$ cat config.mk
export PLATFORM = sky130hd
export DESIGN_NAME = i2c_bus_recover
export DESIGN_NICKNAME = d
export VERILOG_FILES = /design/src/rtl/i2c_rcv_pkg.sv /design/src/rtl/i2c_rcv_sync.sv /design/src/rtl/i2c_rcv_timer.sv /design/src/rtl/i2c_rcv_seq.sv /design/src/rtl/i2c_bus_recover.sv
export SDC_FILE = /design/constraint.sdc
export NUM_CORES = 1
export LEC_CHECK = 0
export ABC_AREA = 1
export BUFFER_PORTS_ARGS = -buffer_cell sky130_fd_sc_hd__buf_2
export CORE_UTILIZATION = 49
export DETAILED_ROUTE_END_ITERATION = 16
export MAX_ROUTING_LAYER = met4
export PLACE_DENSITY_LB_ADDON = 0.2
export SLEW_MARGIN = 20
export SYNTH_ARGS = -nofsm -noshare
export SYNTH_HDL_FRONTEND = slang
export SYNTH_SLANG_ARGS = --single-unit
$ cat constraint.sdc
create_clock -name clk -period 3.3 [get_ports clk]
set_input_delay 0 -clock clk [delete_from_list [all_inputs] [get_ports clk]]
set_output_delay 0 -clock clk [all_outputs]
set_load 0.005 [all_outputs]
$ cat src/rtl/i2c_rcv_pkg.sv
`timescale 1ns/1ps
package i2c_rcv_pkg;

  typedef enum logic [3:0] {
    ST_IDLE,
    ST_PROBE,
    ST_CLK_LO,
    ST_CLK_HI,
    ST_START,
    ST_START_HOLD,
    ST_STOP_PREP,
    ST_STOP_LO,
    ST_STOP_HI,
    ST_STOP_REL
  } rcv_state_t;

  // States in which the engine pulls SCL low.
  function automatic logic pulls_scl(rcv_state_t s);
    return (s == ST_CLK_LO) || (s == ST_START_HOLD) ||
           (s == ST_STOP_PREP) || (s == ST_STOP_LO);
  endfunction

  // States in which the engine pulls SDA low.
  function automatic logic pulls_sda(rcv_state_t s);
    return (s == ST_START) || (s == ST_START_HOLD) ||
           (s == ST_STOP_LO) || (s == ST_STOP_HI);
  endfunction

  // Phase length actually used: requested value with a floor applied.
  function automatic int unsigned eff_half(int unsigned req, int unsigned floor_v);
    return (req < floor_v) ? floor_v : req;
  endfunction

endpackage

$ cat src/rtl/i2c_rcv_sync.sv
`timescale 1ns/1ps
module i2c_rcv_sync #(
  parameter int WIDTH  = 2,
  parameter int STAGES = 2
) (
  input  logic             clk,
  input  logic             rst_n,
  input  logic [WIDTH-1:0] d,
  output logic [WIDTH-1:0] q
);

  generate
    for (genvar b = 0; b < WIDTH; b++) begin : g_bit
      logic [STAGES-1:0] chain_q;
      always_ff @(posedge clk or negedge rst_n) begin
        if (!rst_n) chain_q <= '1;   // released lines read high
        else        chain_q <= {chain_q[STAGES-2:0], d[b]};
      end
      assign q[b] = chain_q[STAGES-1];
    end
  endgenerate

endmodule

$ cat src/rtl/i2c_rcv_timer.sv
`timescale 1ns/1ps
module i2c_rcv_timer #(
  parameter int DIV_W = 8
) (
  input  logic             clk,
  input  logic             rst_n,
  input  logic             load,
  input  logic [DIV_W-1:0] load_val,
  output logic             expire
);

  logic [DIV_W-1:0] tmr_q;

  always_ff @(posedge clk or negedge rst_n) begin
    if (!rst_n)            tmr_q <= '0;
    else if (load)         tmr_q <= load_val - 1'b1;
    else if (tmr_q != '0)  tmr_q <= tmr_q - 1'b1;
  end

  assign expire = (tmr_q == '0);

  // Each phase starts with the full count so it lasts load_val cycles.
  assert_phase_reload_R2: assert property (@(posedge clk) disable iff (!rst_n)
    load |=> (tmr_q == $past(load_val) - 1'b1));

endmodule

$ cat src/rtl/i2c_rcv_seq.sv
`timescale 1ns/1ps
module i2c_rcv_seq
  import i2c_rcv_pkg::*;
#(
  parameter int DIV_W      = 8,
  parameter int MAX_PULSES = 9,
  parameter int MIN_HALF   = 4,
  parameter int CNT_W      = $clog2(MAX_PULSES + 1)
) (
  input  logic             clk,
  input  logic             rst_n,
  input  logic             recover_req,
  input  logic             start_mode,
  input  logic [DIV_W-1:0] half_period,
  input  logic             scl_s,
  input  logic             sda_s,
  input  logic             expire,
  output logic             load,
  output logic [DIV_W-1:0] load_val,
  output logic             scl_oe,
  output logic             sda_oe,
  output logic             busy,
  output logic             done,
  output logic             success,
  output logic             hw_reset_needed,
  output logic [CNT_W-1:0] pulse_count
);

  localparam logic [CNT_W-1:0] LAST_PULSE = CNT_W'(MAX_PULSES);

  rcv_state_t       state_q, state_d;
  logic [CNT_W-1:0] cnt_q, cnt_d;
  logic [DIV_W-1:0] half_q;
  logic             mode_q;
  logic             scl_oe_q, sda_oe_q, done_q, success_q, hw_q;

  // Named internal events, used by the sequencing and the assertions.
  logic accept, phase_end, last_pulse, finish_ok, finish_bad;
  logic in_start, stop_release;
  logic [DIV_W-1:0] req_half;

  assign accept       = (state_q == ST_IDLE) && recover_req;
  assign phase_end    = (state_q != ST_IDLE) && expire;
  assign last_pulse   = (cnt_q == LAST_PULSE);
  assign in_start     = (state_q == ST_START);
  assign stop_release = (state_q == ST_STOP_REL);
  assign req_half     = DIV_W'(eff_half(int'(half_period), MIN_HALF));

  always_comb begin
    state_d    = state_q;
    cnt_d      = cnt_q;
    finish_ok  = 1'b0;
    finish_bad = 1'b0;
    if (accept) begin
      state_d = ST_PROBE;
      cnt_d   = '0;
    end else if (phase_end) begin
      case (state_q)
        ST_PROBE: begin
          if (!scl_s) begin
            state_d    = ST_IDLE;
            finish_bad = 1'b1;
          end else if (sda_s) begin
            state_d = ST_STOP_PREP;
          end else begin
            state_d = ST_CLK_LO;
          end
        end
        ST_CLK_LO: begin
          state_d = ST_CLK_HI;
          cnt_d   = cnt_q + 1'b1;
        end
        ST_CLK_HI: begin
          if (sda_s) begin
            state_d = mode_q ? ST_START : ST_STOP_PREP;
          end else if (last_pulse) begin
            state_d    = ST_IDLE;
            finish_bad = 1'b1;
          end else begin
            state_d = ST_CLK_LO;
          end
        end
        ST_START:      state_d = last_pulse ? ST_STOP_LO : ST_START_HOLD;
        ST_START_HOLD: state_d = ST_CLK_LO;
        ST_STOP_PREP:  state_d = ST_STOP_LO;
        ST_STOP_LO:    state_d = ST_STOP_HI;
        ST_STOP_HI:    state_d = ST_STOP_REL;
        ST_STOP_REL: begin
          state_d    = ST_IDLE;
          finish_ok  = sda_s;
          finish_bad = !sda_s;
        end
        default:       state_d = ST_IDLE;
      endcase
    end
  end

  always_ff @(posedge clk or negedge rst_n) begin
    if (!rst_n) begin
      state_q   <= ST_IDLE;
      cnt_q     <= '0;
      half_q    <= DIV_W'(MIN_HALF);
      mode_q    <= 1'b0;
      scl_oe_q  <= 1'b0;
      sda_oe_q  <= 1'b0;
      done_q    <= 1'b0;
      success_q <= 1'b0;
      hw_q      <= 1'b0;
    end else begin
      state_q  <= state_d;
      cnt_q    <= cnt_d;
      scl_oe_q <= pulls_scl(state_d);
      sda_oe_q <= pulls_sda(state_d);
      done_q   <= finish_ok || finish_bad;
      if (accept) begin
        half_q    <= req_half;
        mode_q    <= start_mode;
        success_q <= 1'b0;
        hw_q      <= 1'b0;
      end else begin
        if (finish_ok)  success_q <= 1'b1;
        if (finish_bad) hw_q      <= 1'b1;
      end
    end
  end

  assign load            = accept || phase_end;
  assign load_val        = accept ? req_half : half_q;
  assign scl_oe          = scl_oe_q;
  assign sda_oe          = sda_oe_q;
  assign busy            = (state_q != ST_IDLE);
  assign done            = done_q;
  assign success         = success_q;
  assign hw_reset_needed = hw_q;
  assign pulse_count     = cnt_q;

  assert_idle_released_R1: assert property (@(posedge clk) disable iff (!rst_n)
    !busy |-> (!scl_oe && !sda_oe));

  assert_one_line_moves_R4: assert property (@(posedge clk) disable iff (!rst_n)
    !((scl_oe != $past(scl_oe)) && (sda_oe != $past(sda_oe))));

  assert_stop_edge_R4: assert property (@(posedge clk) disable iff (!rst_n)
    ($fell(sda_oe) && !scl_oe) |-> stop_release);

  assert_count_step_R5: assert property (@(posedge clk) disable iff (!rst_n)
    (busy && $past(busy)) |->
      ((pulse_count == $past(pulse_count)) || (pulse_count == $past(pulse_count) + 1'b1)));

  assert_pulse_cap_R7: assert property (@(posedge clk) disable iff (!rst_n)
    pulse_count <= LAST_PULSE);

  assert_start_edge_R8: assert property (@(posedge clk) disable iff (!rst_n)
    ($rose(sda_oe) && !scl_oe) |-> in_start);

  assert_outcome_exclusive_R9: assert property (@(posedge clk) disable iff (!rst_n)
    !(success && hw_reset_needed));

  assert_done_single_R10: assert property (@(posedge clk) disable iff (!rst_n)
    done |=> !done);

endmodule

$ cat src/rtl/i2c_bus_recover.sv
`timescale 1ns/1ps
module i2c_bus_recover #(
  parameter int DIV_W      = 8,
  parameter int MAX_PULSES = 9,
  parameter int MIN_HALF   = 4,
  parameter int CNT_W      = $clog2(MAX_PULSES + 1)
) (
  input  logic             clk,
  input  logic             rst_n,
  input  logic             recover_req,
  input  logic             start_mode,
  input  logic [DIV_W-1:0] half_period,
  input  logic             scl_in,
  input  logic             sda_in,
  output logic             scl_oe,
  output logic             sda_oe,
  output logic             busy,
  output logic             done,
  output logic             success,
  output logic             hw_reset_needed,
  output logic [CNT_W-1:0] pulse_count
);

  logic             scl_s, sda_s;
  logic             tmr_load, tmr_expire;
  logic [DIV_W-1:0] tmr_val;

  i2c_rcv_sync #(.WIDTH(2), .STAGES(2)) u_sync (
    .clk   (clk),
    .rst_n (rst_n),
    .d     ({scl_in, sda_in}),
    .q     ({scl_s, sda_s})
  );

  i2c_rcv_timer #(.DIV_W(DIV_W)) u_timer (
    .clk      (clk),
    .rst_n    (rst_n),
    .load     (tmr_load),
    .load_val (tmr_val),
    .expire   (tmr_expire)
  );

  i2c_rcv_seq #(
    .DIV_W      (DIV_W),
    .MAX_PULSES (MAX_PULSES),
    .MIN_HALF   (MIN_HALF),
    .CNT_W      (CNT_W)
  ) u_seq (
    .clk             (clk),
    .rst_n           (rst_n),
    .recover_req     (recover_req),
    .start_mode      (start_mode),
    .half_period     (half_period),
    .scl_s           (scl_s),
    .sda_s           (sda_s),
    .expire          (tmr_expire),
    .load            (tmr_load),
    .load_val        (tmr_val),
    .scl_oe          (scl_oe),
    .sda_oe          (sda_oe),
    .busy            (busy),
    .done            (done),
    .success         (success),
    .hw_reset_needed (hw_reset_needed),
    .pulse_count     (pulse_count)
  );

endmodule

==> flow_metrics.env <==
export IMPL_max_stage_delay_ps=450
export IMPL_antenna_found_initial=0
export IMPL_wl_per_cell_um=11.90
export IMPL_io_pins=24
export IMPL_worstSetupPathType="flip-flop to flip-flop"
export IMPL_synth_top_family_by_area="simple AND/OR/NAND/NOR gates"
export IMPL_setup_viol_count_final=0
export IMPL_synth_area_sq_mm=0.001856
export IMPL_critPathArrivalTime_ps=2510
export IMPL_start_util_pct=53.50
export IMPL_outcome="finished clean"
export IMPL_slew_violations=0
export IMPL_h_tree_depth=2
export IMPL_cts_buffer_depth=2
export IMPL_grt_pass1_wl_um=6741
export IMPL_drc=0
export IMPL_clk_pin_slew_ps=70
export IMPL_post_cts_resized=0
export IMPL_clk_latency_ps=290
export IMPL_grt_max_degree=35
export IMPL_io_buffer_count=23
export IMPL_ys_seq_area_share_pct=46.19
export IMPL_tns_ps=0
export IMPL_dieHeight_um=63.54
export IMPL_power_leakage_nw=1.163
export IMPL_dp_hpwl_um=2763
export IMPL_multi_input_area_sq_um=835.8
export IMPL_core_sq_mm=0.003468
export IMPL_ant_nets=0
export IMPL_cts_setup_buffers=0
export IMPL_clkSinkCount=34
export IMPL_ys_ff_latch=34
export IMPL_vias=1607
export IMPL_cp_cell_sequence="nor2_4, nand3_4, nand2_2, inv_1, nand2_1, nand2_1, inv_1, ha_1, inv_1, nor2_2, nand2_1, xnor2_1, nor2_1"
export IMPL_peakVddDrop_uv=470.7
export IMPL_hold_violations=0
export IMPL_cts_root_buf="clkbuf_8"
export IMPL_critPathMaxFanout=26
export IMPL_die_area_sq_mm=0.004037
export IMPL_drive_gt1_share_pct=19.12
export IMPL_synthAdderAreaFrac_pct=2.023
export IMPL_n_antenna_cell=0
export IMPL_slowest_stage="dfrtp_1"
export IMPL_rsz0062_at_grt="false"
export IMPL_max_slew_margin_pct=51.35
export IMPL_end_kind="flip-flop"
export IMPL_synth_simple_area_share_pct=34.39
export IMPL_drt_vias_per_instance=5.053
export IMPL_path_buf_inv=3
export IMPL_drt_iter0_drc=58
export IMPL_syn_num_nets=252
export IMPL_track_usage_pct=22.26
export IMPL_synthMuxAreaShare_pct=0
export IMPL_first_global_vias=1626
export IMPL_rows=21
export IMPL_grt_overflow=0
export IMPL_synth_distinct_cells=33
export IMPL_syn_inst=235
export IMPL_synthXorXnorAreaFrac_pct=0.9440
export IMPL_finalCriticalPeriod_ps=2322
export IMPL_post_place_ws_ps=985.0
export IMPL_synth_compound_gate_area_share_pct=7.687
export IMPL_dr_pass1_iters=4
export IMPL_worstMarginPinSlew_ps=729.7
export IMPL_maxCapViolations=0
export IMPL_power_density_mw_per_mm2=825.0
export IMPL_required_ps=3490
export IMPL_avgSynthCellArea_sq_um=7.896
export IMPL_cts_tree="yes"
export IMPL_dieWidth_um=63.54
export IMPL_regArea_sq_um=857.1
export IMPL_fillers=312
export IMPL_setup_ws_ps=977.6
export IMPL_ys_warnings_count=0
export IMPL_hold_class="input port to flip-flop"
export IMPL_max_clock_freq_mhz=430.6
export IMPL_gp_congestion=0.9369
export IMPL_cts_hold_buf=9
export IMPL_fin_worst_skew_ps=8.067
export IMPL_routed_wl_um=3785
export IMPL_nNetsFinal=288
export IMPL_area_growth_synth_to_final_pct=20.36
export IMPL_cts_made_buffers=5
export IMPL_crit_family="simple AND/OR/NAND/NOR gates"
export IMPL_period_share_pct=70.38
export IMPL_critPathLaunchType="flip-flop"
[area by class of cell]
| type | count | share of cell area, % |
|---|---|---|
| sequential | 34 | 38.38 |
| multi-input combinational | 162 | 37.42 |
| timing repair buffer | 32 | 9.188 |
| inverter | 36 | 6.050 |
| clock buffer | 6 | 3.697 |
| clock inverter | 2 | 2.689 |
| tap | 46 | 2.577 |
[synthesized netlist by cell type]
cell type  number  area share, %
o22ai_1         1           0.34
nand3_1        16            4.3
dfrtp_1        29             39
nand2_4         1           0.61
nor2_2          2           0.67
o21ai_2         2           0.94
nor4_1          1           0.34
nor3_1          2           0.54
o31ai_1         1           0.40
o21ai_1         3           0.81
nand3_4         1           0.94
a21boi_0        1           0.40
nor2_1         24            4.9
inv_2           1           0.20
inv_1          35            7.1
nor2_8          1            1.1
o21a_1          1           0.40
a31oi_1         1           0.34
nor2_4          3            1.8
nand2_2         4            1.3
nand3b_1        6            2.4
or2_2           1           0.34
o21ai_0         7            1.9
nand2_1        66             13
o211ai_1        2           0.81
ha_1            3            2.0
xnor2_1         2           0.94
buf_2           1           0.27
a21oi_1         5            1.3
buf_6           2            1.2
nor3b_1         1           0.40
dfstp_2         5            7.1
nand4_1         4            1.3
[flip-flops by register name, indices dropped and copies added (netlist names), 4 cells and up]
signal                flops
u_seq.half_q              8
u_seq.pulse_count         4
u_seq.state_q             4
u_sync.g_bit.chain_q      4
u_timer.tmr_q             8
[power breakdown]
part / switching [mW] / internal (mW)
registers: 0.0880 / 0.564
clock network: 0.154 / 0.322
logic: 0.429 / 0.285
[per-layer routing]
| metal | up-vias | track usage [%] | share of wire (%) |
|---|---|---|---|
| met5 | - | - | 0 |
| met4 | 0 | 10.23 | 1.8 |
| met3 | 8 | 4.529 | 4.3 |
| met2 | 45 | 39.49 | 51 |
| met1 | 737 | 23.48 | 43 |
| li1 | 817 | - | - |
[path summary, 6_finish.rpt]
path | to | start | slack (ps) | cells past startpoint
setup / recovery | u_timer.tmr_q[4] | u_seq.state_q[3] | 980 | 13
hold / removal | u_seq.half_q[4] | half_period[4] | 20 | 3
setup reg to reg | u_timer.tmr_q[4] | u_seq.state_q[3] | 980 | 13
hold reg to reg | u_sync.g_bit[0].chain_q[1] | u_sync.g_bit[0].chain_q[0] | 360 | 0
max in group asynchronous | u_timer.tmr_q[5] | rst_n | 2530 | 2
min in group asynchronous | u_seq.mode_q | rst_n | 300 | 2
[stage by stage]
step | cell area, sq um | cells | hold WS [ps] | utilization, % | total power [mW]
3_5_place_dp | 2001 | 301 | 105.3 | 57.68 | 1.365
3_3_place_gp | 2001 | 301 | 101.1 | 57.68 | 1.345
4_1_cts | 2233 | 318 | 18.31 | 64.39 | 1.853
2_1_floorplan | 1856 | 235 | -295.6 | - | 1.192
6_report | 2233 | 318 | 20.89 | 64.39 | 1.843
5_1_grt | 2233 | 318 | 32.82 | 64.39 | 1.987
[placed cells by master, fill, tap and decap left out, types with 5 or more instances in the layout]
master / count
o21ai_0: 7
inv_1: 35
nor2_1: 24
buf_2: 23
dfstp_2: 5
a21oi_1: 5
dfrtp_1: 29
clkbuf_8: 6
nand3b_1: 6
dlygate4sd3_1: 9
nand2_1: 66
nand3_1: 16
[worst min-delay path, cell delays in order]
cell	delay, ps
buf_2	90
o21ai_0	110
inv_1	70
[kinds of logic (layout without fill, tap and decap cells)]
family / Yosys count / in the layout
DFF: 34 / 34
and+or+nand+nor: 133 / 133
xor gates and xnor gates: 2 / 2
buffers and inverters: 39 / 76
adders and majority gates: 3 / 3
AOI/OAI and AO/OA: 24 / 24
Note: power is estimated with default switching activity, not from simulation.
